**config.mk**
```make
export PLATFORM = sky130hd
export DESIGN_NAME = op_dispatch_seq
export DESIGN_NICKNAME = d
export VERILOG_FILES = /design/src/rtl/op_dispatch_seq.sv
export SDC_FILE = /design/constraint.sdc
export NUM_CORES = 1
export LEC_CHECK = 0
export BUFFER_PORTS_ARGS = -buffer_cell sky130_fd_sc_hd__clkbuf_2
export CORE_AREA = 2 2 39 41
export CTS_CLUSTER_SIZE = 25
export DETAILED_ROUTE_END_ITERATION = 10
export DIE_AREA = 0 0 41 43
export PLACE_DENSITY = 0.77
export SETUP_SLACK_MARGIN = 0.4
export SYNTH_ARGS = -nofsm -noshare
export SYNTH_HDL_FRONTEND = slang
export SYNTH_SLANG_ARGS = --single-unit
```
**constraint.sdc**
```tcl
create_clock -name clk -period 2.1 [get_ports clk]
set_input_delay 0.21 -clock clk [delete_from_list [all_inputs] [get_ports clk]]
set_output_delay 0.21 -clock clk [all_outputs]
set_load 0.02 [all_outputs]
```
**src/rtl/op_dispatch_seq.sv**
```systemverilog
module op_dispatch_seq #(
  parameter int OPW = 6,
  parameter int SW  = 4,
  parameter int CW  = 16
) (
  input  logic           clk,
  input  logic           rst,
  input  logic [OPW-1:0] opcode,
  output logic [CW-1:0]  ctrl_word,
  output logic [1:0]     seq_sel,
  output logic [SW-1:0]  state
);

  localparam logic [1:0] SEL_ZERO = 2'd0;
  localparam logic [1:0] SEL_T1   = 2'd1;
  localparam logic [1:0] SEL_T2   = 2'd2;
  localparam logic [1:0] SEL_INC  = 2'd3;

  localparam logic [OPW-1:0] OP_ALU = OPW'(0);
  localparam logic [OPW-1:0] OP_JMP = OPW'(2);
  localparam logic [OPW-1:0] OP_BEQ = OPW'(4);
  localparam logic [OPW-1:0] OP_LD  = OPW'(35);
  localparam logic [OPW-1:0] OP_ST  = OPW'(43);

  localparam logic [SW-1:0] ST_FETCH  = SW'(0);
  localparam logic [SW-1:0] ST_DECODE = SW'(1);
  localparam logic [SW-1:0] ST_MADDR  = SW'(2);
  localparam logic [SW-1:0] ST_MRD    = SW'(3);
  localparam logic [SW-1:0] ST_LDWB   = SW'(4);
  localparam logic [SW-1:0] ST_MWR    = SW'(5);
  localparam logic [SW-1:0] ST_EXEC   = SW'(6);
  localparam logic [SW-1:0] ST_ALUWB  = SW'(7);
  localparam logic [SW-1:0] ST_BRANCH = SW'(8);
  localparam logic [SW-1:0] ST_JUMP   = SW'(9);

  logic [SW-1:0] nxt;

  function automatic logic [SW-1:0] table_one(input logic [OPW-1:0] op);
    case (op)
      OP_ALU:       return ST_EXEC;
      OP_JMP:       return ST_JUMP;
      OP_BEQ:       return ST_BRANCH;
      OP_LD, OP_ST: return ST_MADDR;
      default:      return ST_FETCH;
    endcase
  endfunction

  function automatic logic [SW-1:0] table_two(input logic [OPW-1:0] op);
    case (op)
      OP_LD:   return ST_MRD;
      OP_ST:   return ST_MWR;
      default: return ST_FETCH;
    endcase
  endfunction

  always_comb begin
    ctrl_word = '0;
    seq_sel   = SEL_ZERO;
    case (state)
      ST_FETCH:  begin ctrl_word = CW'(16'h9408); seq_sel = SEL_INC; end
      ST_DECODE: begin ctrl_word = CW'(16'h0018); seq_sel = SEL_T1;  end
      ST_MADDR:  begin ctrl_word = CW'(16'h0014); seq_sel = SEL_T2;  end
      ST_MRD:    begin ctrl_word = CW'(16'h3000); seq_sel = SEL_INC; end
      ST_LDWB:   ctrl_word = CW'(16'h0202);
      ST_MWR:    ctrl_word = CW'(16'h2800);
      ST_EXEC:   begin ctrl_word = CW'(16'h0044); seq_sel = SEL_INC; end
      ST_ALUWB:  ctrl_word = CW'(16'h0003);
      ST_BRANCH: ctrl_word = CW'(16'h40A4);
      ST_JUMP:   ctrl_word = CW'(16'h8100);
      default:   ;
    endcase
  end

  always_comb begin
    case (seq_sel)
      SEL_T1:  nxt = table_one(opcode);
      SEL_T2:  nxt = table_two(opcode);
      SEL_INC: nxt = state + SW'(1);
      default: nxt = ST_FETCH;
    endcase
  end

  always_ff @(posedge clk) begin
    if (rst) state <= ST_FETCH;
    else     state <= nxt;
  end

  assert_increment_R2: assert property (@(posedge clk) disable iff (rst)
    seq_sel == SEL_INC |=> state == SW'($past(state) + 1'b1));

  assert_return_zero_R3: assert property (@(posedge clk) disable iff (rst)
    seq_sel == SEL_ZERO |=> state == ST_FETCH);

  assert_table_one_target_R4: assert property (@(posedge clk) disable iff (rst)
    seq_sel == SEL_T1 |=> (state == ST_FETCH || state == ST_MADDR || state == ST_EXEC ||
                           state == ST_BRANCH || state == ST_JUMP));

  assert_table_two_target_R5: assert property (@(posedge clk) disable iff (rst)
    seq_sel == SEL_T2 |=> (state == ST_FETCH || state == ST_MRD || state == ST_MWR));

  assert_unknown_op_R6: assert property (@(posedge clk) disable iff (rst)
    (seq_sel == SEL_T2 && opcode != OP_LD && opcode != OP_ST) |=> state == ST_FETCH);

  assert_mem_exclusive_R8: assert property (@(posedge clk) disable iff (rst)
    !(ctrl_word[12] && ctrl_word[11]));

endmodule

```
* Yosys cells after proc, flatten, opt, wreduce, memory -nomap -nowiden
Cells that the tools add are included.
** Operators by class
- $add $sub $neg :: 1
- Eq/ne operators :: 16
- Muxes and demuxes :: 5
- Reduce and logical (&&, ||, !) cells :: 4
** Operators with widths (number)
- case mux 16 bit (10 select lines) :: 1
- == test 4 x 3 -> 1 bit (second input constant) :: 4
- case mux 4 bit (4 select lines) :: 1
- == test 6 bit (second input constant) :: 2
- case mux 4 bit (3 select lines) :: 1
- == test 4 x 2 -> 1 bit (second input constant) :: 2
- == test 4 bit (second input constant) :: 2
- == test 6 x 2 -> 1 bit (second input constant) :: 1
- == test 6 x 3 -> 1 bit (second input constant) :: 1
- zero test 6 bit :: 1
- case mux 2 bit (3 select lines) :: 1
- case mux 3 bit (2 select lines) :: 1
- adder 4 x 1 -> 4 bit (second input constant) :: 1
- == test 2 bit (second input constant) :: 2
- == test 4 x 1 -> 1 bit (second input constant) :: 1
- zero test 4 bit :: 1
- OR reduction 3 bit :: 1
- == test 2 x 1 -> 1 bit (second input constant) :: 1
- OR reduction 2 bit :: 1
** Storage, ports and cells
- Register bits :: 4
- Input port bits :: 8
- Output and inout bits :: 22

* Depth between registers and ports, before layout
- Word-level depth :: 5
- Gate-level depth with buffers :: 6
- Mapped depth without buffers :: 6

* Worst setup path after synthesis
No wires, ideal clock.
- Kind :: register -> output
- From :: register state[0]
- To :: output ctrl_word[15]
- Arrival :: 1.644 ns
- Slack :: 0.246 ns
- Stages on the path, launching flop included :: 5
- Buffers on the path :: 0
- Path through :: dfxtp_1 inv_1 ha_1 nor3b_1 or2_1
** On the way
- Longest elaborated chain between the ends :: 2
- Elaborated cells between the ends (all ways) :: 11
** Ends and longest elaborated chain
- from (decl) :: RTL line 11 : output logic [SW-1:0] state
- from (signal assigned) :: RTL line 85 : else state <= nxt;
- == test 4 bit, or another cell as far along :: RTL line 59 : case (state)
- case mux 16 bit (10 select lines) * :: RTL line 59
- to (decl) :: RTL line 9 : output logic [CW-1:0] ctrl_word,
Mark *: on every way between the ends. The rest lies on a longest branch, timed or not.

* Final worst setup path
- From :: register state[1]
- To :: output seq_sel[0]
** On the way
- Longest elaborated chain between the ends :: 3
- Elaborated cells between the ends (all ways) :: 7
** Ends and longest elaborated chain
- == test 4 x 3 -> 1 bit, or another cell as far along :: RTL line 59
- OR reduction 3 bit (no source line)
- case mux 2 bit (3 select lines) * :: RTL line 59
- to (decl) :: RTL line 10 : output logic [1:0] seq_sel,
Marks and branches as above.

==> flow_metrics.env <==
export IMPL_ys_ff_latch=4
export IMPL_num_fill_cells=150
export IMPL_skew_ps=1.99
export IMPL_wl_per_cell_um=11.7
export IMPL_finalSetupTns_ps=0
export IMPL_grt_pass1_vias=471
export IMPL_netlist_cell_type_count=33
export IMPL_crit_slowest_cell="dfxtp_4"
export IMPL_cts_tree="built"
export IMPL_drt_wl_total_um=1300
export IMPL_htreeDepth=1
export IMPL_grt_max_degree=15
export IMPL_critPathArrivalTime_ps=1480
export IMPL_multiInputGateArea_um2=434
export IMPL_power_share_clock_pct=11.1
export IMPL_power_density_nw_per_um2=1180
export IMPL_syn_area_per_cell_um2=7.87
export IMPL_yosysSeqAreaShare_pct=15.4
export IMPL_rsz0062_at_grt="yes"
export IMPL_status="complete, no violations"
export IMPL_grt_antenna_before_repair=0
export IMPL_post_route_period_util_pct=80.4
export IMPL_place_congestion=0.838
export IMPL_finalPower_w=0.000867
export IMPL_layout_commonest_cell="clkbuf_2"
export IMPL_dp_cells=107
export IMPL_p_comb_share_pct=73.7
export IMPL_largest_register="state"
export IMPL_port_buffers=29
export IMPL_p_seq_share_pct=15.2
export IMPL_synth_edf_count=0
export IMPL_vias=587
export IMPL_synth_simple_area_share_pct=43.4
export IMPL_tightestPinTransition_ps=259
export IMPL_max_stage_delay_ps=360
export IMPL_start_util_pct=37.5
export IMPL_yosys_warnings=0
export IMPL_synthAdderAreaFrac_pct=9.64
export IMPL_internal_power_w=0.000421
export IMPL_synth_compound_area_share_pct=17.3
export IMPL_clk_pin_slew_ps=40
export IMPL_setup_slack_ps=411
export IMPL_maxCapViolations=0
export IMPL_end_kind="output pin"
export IMPL_netlist_instances=66
export IMPL_vias_per_cell=5.29
export IMPL_cp_max_fo=8
export IMPL_grt_usage_pct=15.5
export IMPL_numCtsBuffers=3
export IMPL_regArea_um2=90.1
export IMPL_min_path_type="input port to flip-flop"
export IMPL_leakage_nw=0.347
export IMPL_largest_reg_flops=4
export IMPL_synth_area_um2=519
export IMPL_clock_sinks=4
export IMPL_dpl_worst_slack_ps=428
export IMPL_dp_hpwl_um=979
export IMPL_drive_gt1_share_pct=50.5
export IMPL_layout_common_cells="clkbuf_2, and2_1, nor2_1, nand2_1"
export IMPL_switchingPower_w=0.000447
export IMPL_clk_latency_ps=240
export IMPL_p_sw_share_pct=51.5
export IMPL_cts_hold_buf=0
export IMPL_core_um2=1380
export IMPL_grt_pass1_wl_um=1890
export IMPL_grt_ovfl_total=0
export IMPL_fmax_mhz=592
export IMPL_die_x_um=41
export IMPL_die_area_um2=1760
export IMPL_cts_path_max_buffers=2
export IMPL_die_y_um=43
export IMPL_crit_path_start_kind="flip-flop"
export IMPL_ant_nets=0
export IMPL_critPathRequiredTime_ps=1890
export IMPL_syn_nets=78
export IMPL_io_pins=30
export IMPL_drc=0
export IMPL_drv_slew=0
export IMPL_synth_mux_area_share_pct=1.93
export IMPL_setup_violations=0
export IMPL_synthArstFlopShare_pct=0
export IMPL_drt_pass1_iterations=4
export IMPL_reg_top3="state: 4 flops"
export IMPL_cts_root_buf="clkbuf_4"
export IMPL_rows=14
export IMPL_irDropWorstVdd_uv=532
export IMPL_fin_crit_ps=1690
export IMPL_synth_xor_area_share_pct=3.37
export IMPL_maxSlewHeadroom_pct=82.7
export IMPL_crit_type="flip-flop to output pin"
export IMPL_n_antenna_cell=0
export IMPL_finalHoldViolCount=0
export IMPL_fin_nets=109
export IMPL_instances_no_fill=111
export IMPL_synth_top_family_by_area="simple AND/OR/NAND/NOR gates"
export IMPL_cp_cell_sequence="inv_2 -> ha_4 -> nor3_4 -> nor3_1 -> or2_1 -> clkbuf_2"
export IMPL_area_growth_pct=41.4
export IMPL_synthFlopType="dfxtp_1"
export IMPL_first_iter_violations=19
==> metal layers <==
metal / global-route usage [%] / routed length [um]
met2: 25.6 / 633
met3: 3.14 / 122
met4: 8.00 / 19
met5: 0 / 0
met1: 17.6 / 521
==> critical path, delay by kind of cell, from the launching register on <==
| kind | cells | cell delay (ps) |
|---|---|---|
| flops | 1 | 360 |
| fa+ha+maj | 1 | 190 |
| simple gates | 3 | 480 |
| buf+inv | 2 | 210 |
==> power groups by stage <==
stage	logic (W)	registers (W)	clock network, W
6_report	0.000639	0.000132	0.0000962
5_1_grt	0.000696	0.000137	0.000101
4_1_cts	0.000585	0.000121	0.0000984
3_5_place_dp	0.000564	0.000118	0
3_3_place_gp	0.000558	0.000114	0
2_1_floorplan	0.000389	0.000130	0
==> synthesized netlist by cell type (2+ instances only) <==
cell	n	share of area (%)
a21oi_1	3	2.9
a31oi_1	2	2.4
and2_1	5	6.0
and3b_1	2	3.4
buf_4	2	2.9
dfxtp_1	4	15
ha_1	4	9.6
inv_1	4	2.9
nand2_1	4	2.9
nand3_1	2	1.9
nor2_1	4	2.9
nor3_1	2	1.9
nor3b_1	2	2.9
o21a_1	2	2.9
o21ai_0	2	1.9
o21bai_1	2	2.9
or2_1	3	3.6
xor2_1	2	3.4
==> through the flow <==
stage	hold slack [ps]	cell area, um^2	util, %
after floorplan	279	524	-
after global routing	157	734	53.1
after global placement	395	658	47.6
after detailed placement	396	658	47.6
after CTS	138	698	50.5
final	141	734	53.1
==> what timing repair did <==
action / in CTS / in global routing
resized for setup: 6 / 10
endpoints found under the setup margin: 6 / 4
pin swaps: 1 / 0
buffers inserted: 1 / 0
==> final timing paths <==
| path | from | end | slack (ps) | depth (start not counted) |
|---|---|---|---|---|
| worst max-delay path | state[1] | seq_sel[0] | 410 | 6 |
| worst max register to register | state[1] | state[1] | 610 | 7 |
| worst min-delay path | rst | state[3] | 140 | 2 |
| worst min register to register | state[0] | state[3] | 540 | 2 |
==> cell type report <==
cell class / instances / share of cell area [%]
multi-input cells: 54 / 59.1
repair buffers: 30 / 20.8
flip-flops and latches: 4 / 12.3
clock buffers: 3 / 3.07
well taps: 16 / 2.73
inverters: 4 / 2.04
==> cells by family (layout without fill, tap and decap cells) <==
| family | count (synthesis) | count (layout) |
|---|---|---|
| AOI/OAI and AO/OA | 14 | 14 |
| xor gates and xnor gates | 2 | 2 |
| adders and majority gates | 4 | 4 |
| and+or+nand+nor | 33 | 33 |
| muxes | 1 | 1 |
| DFF | 4 | 4 |
| buffers and inverters | 8 | 37 |
No activity file was read; power rests on OpenSTA's default activity.
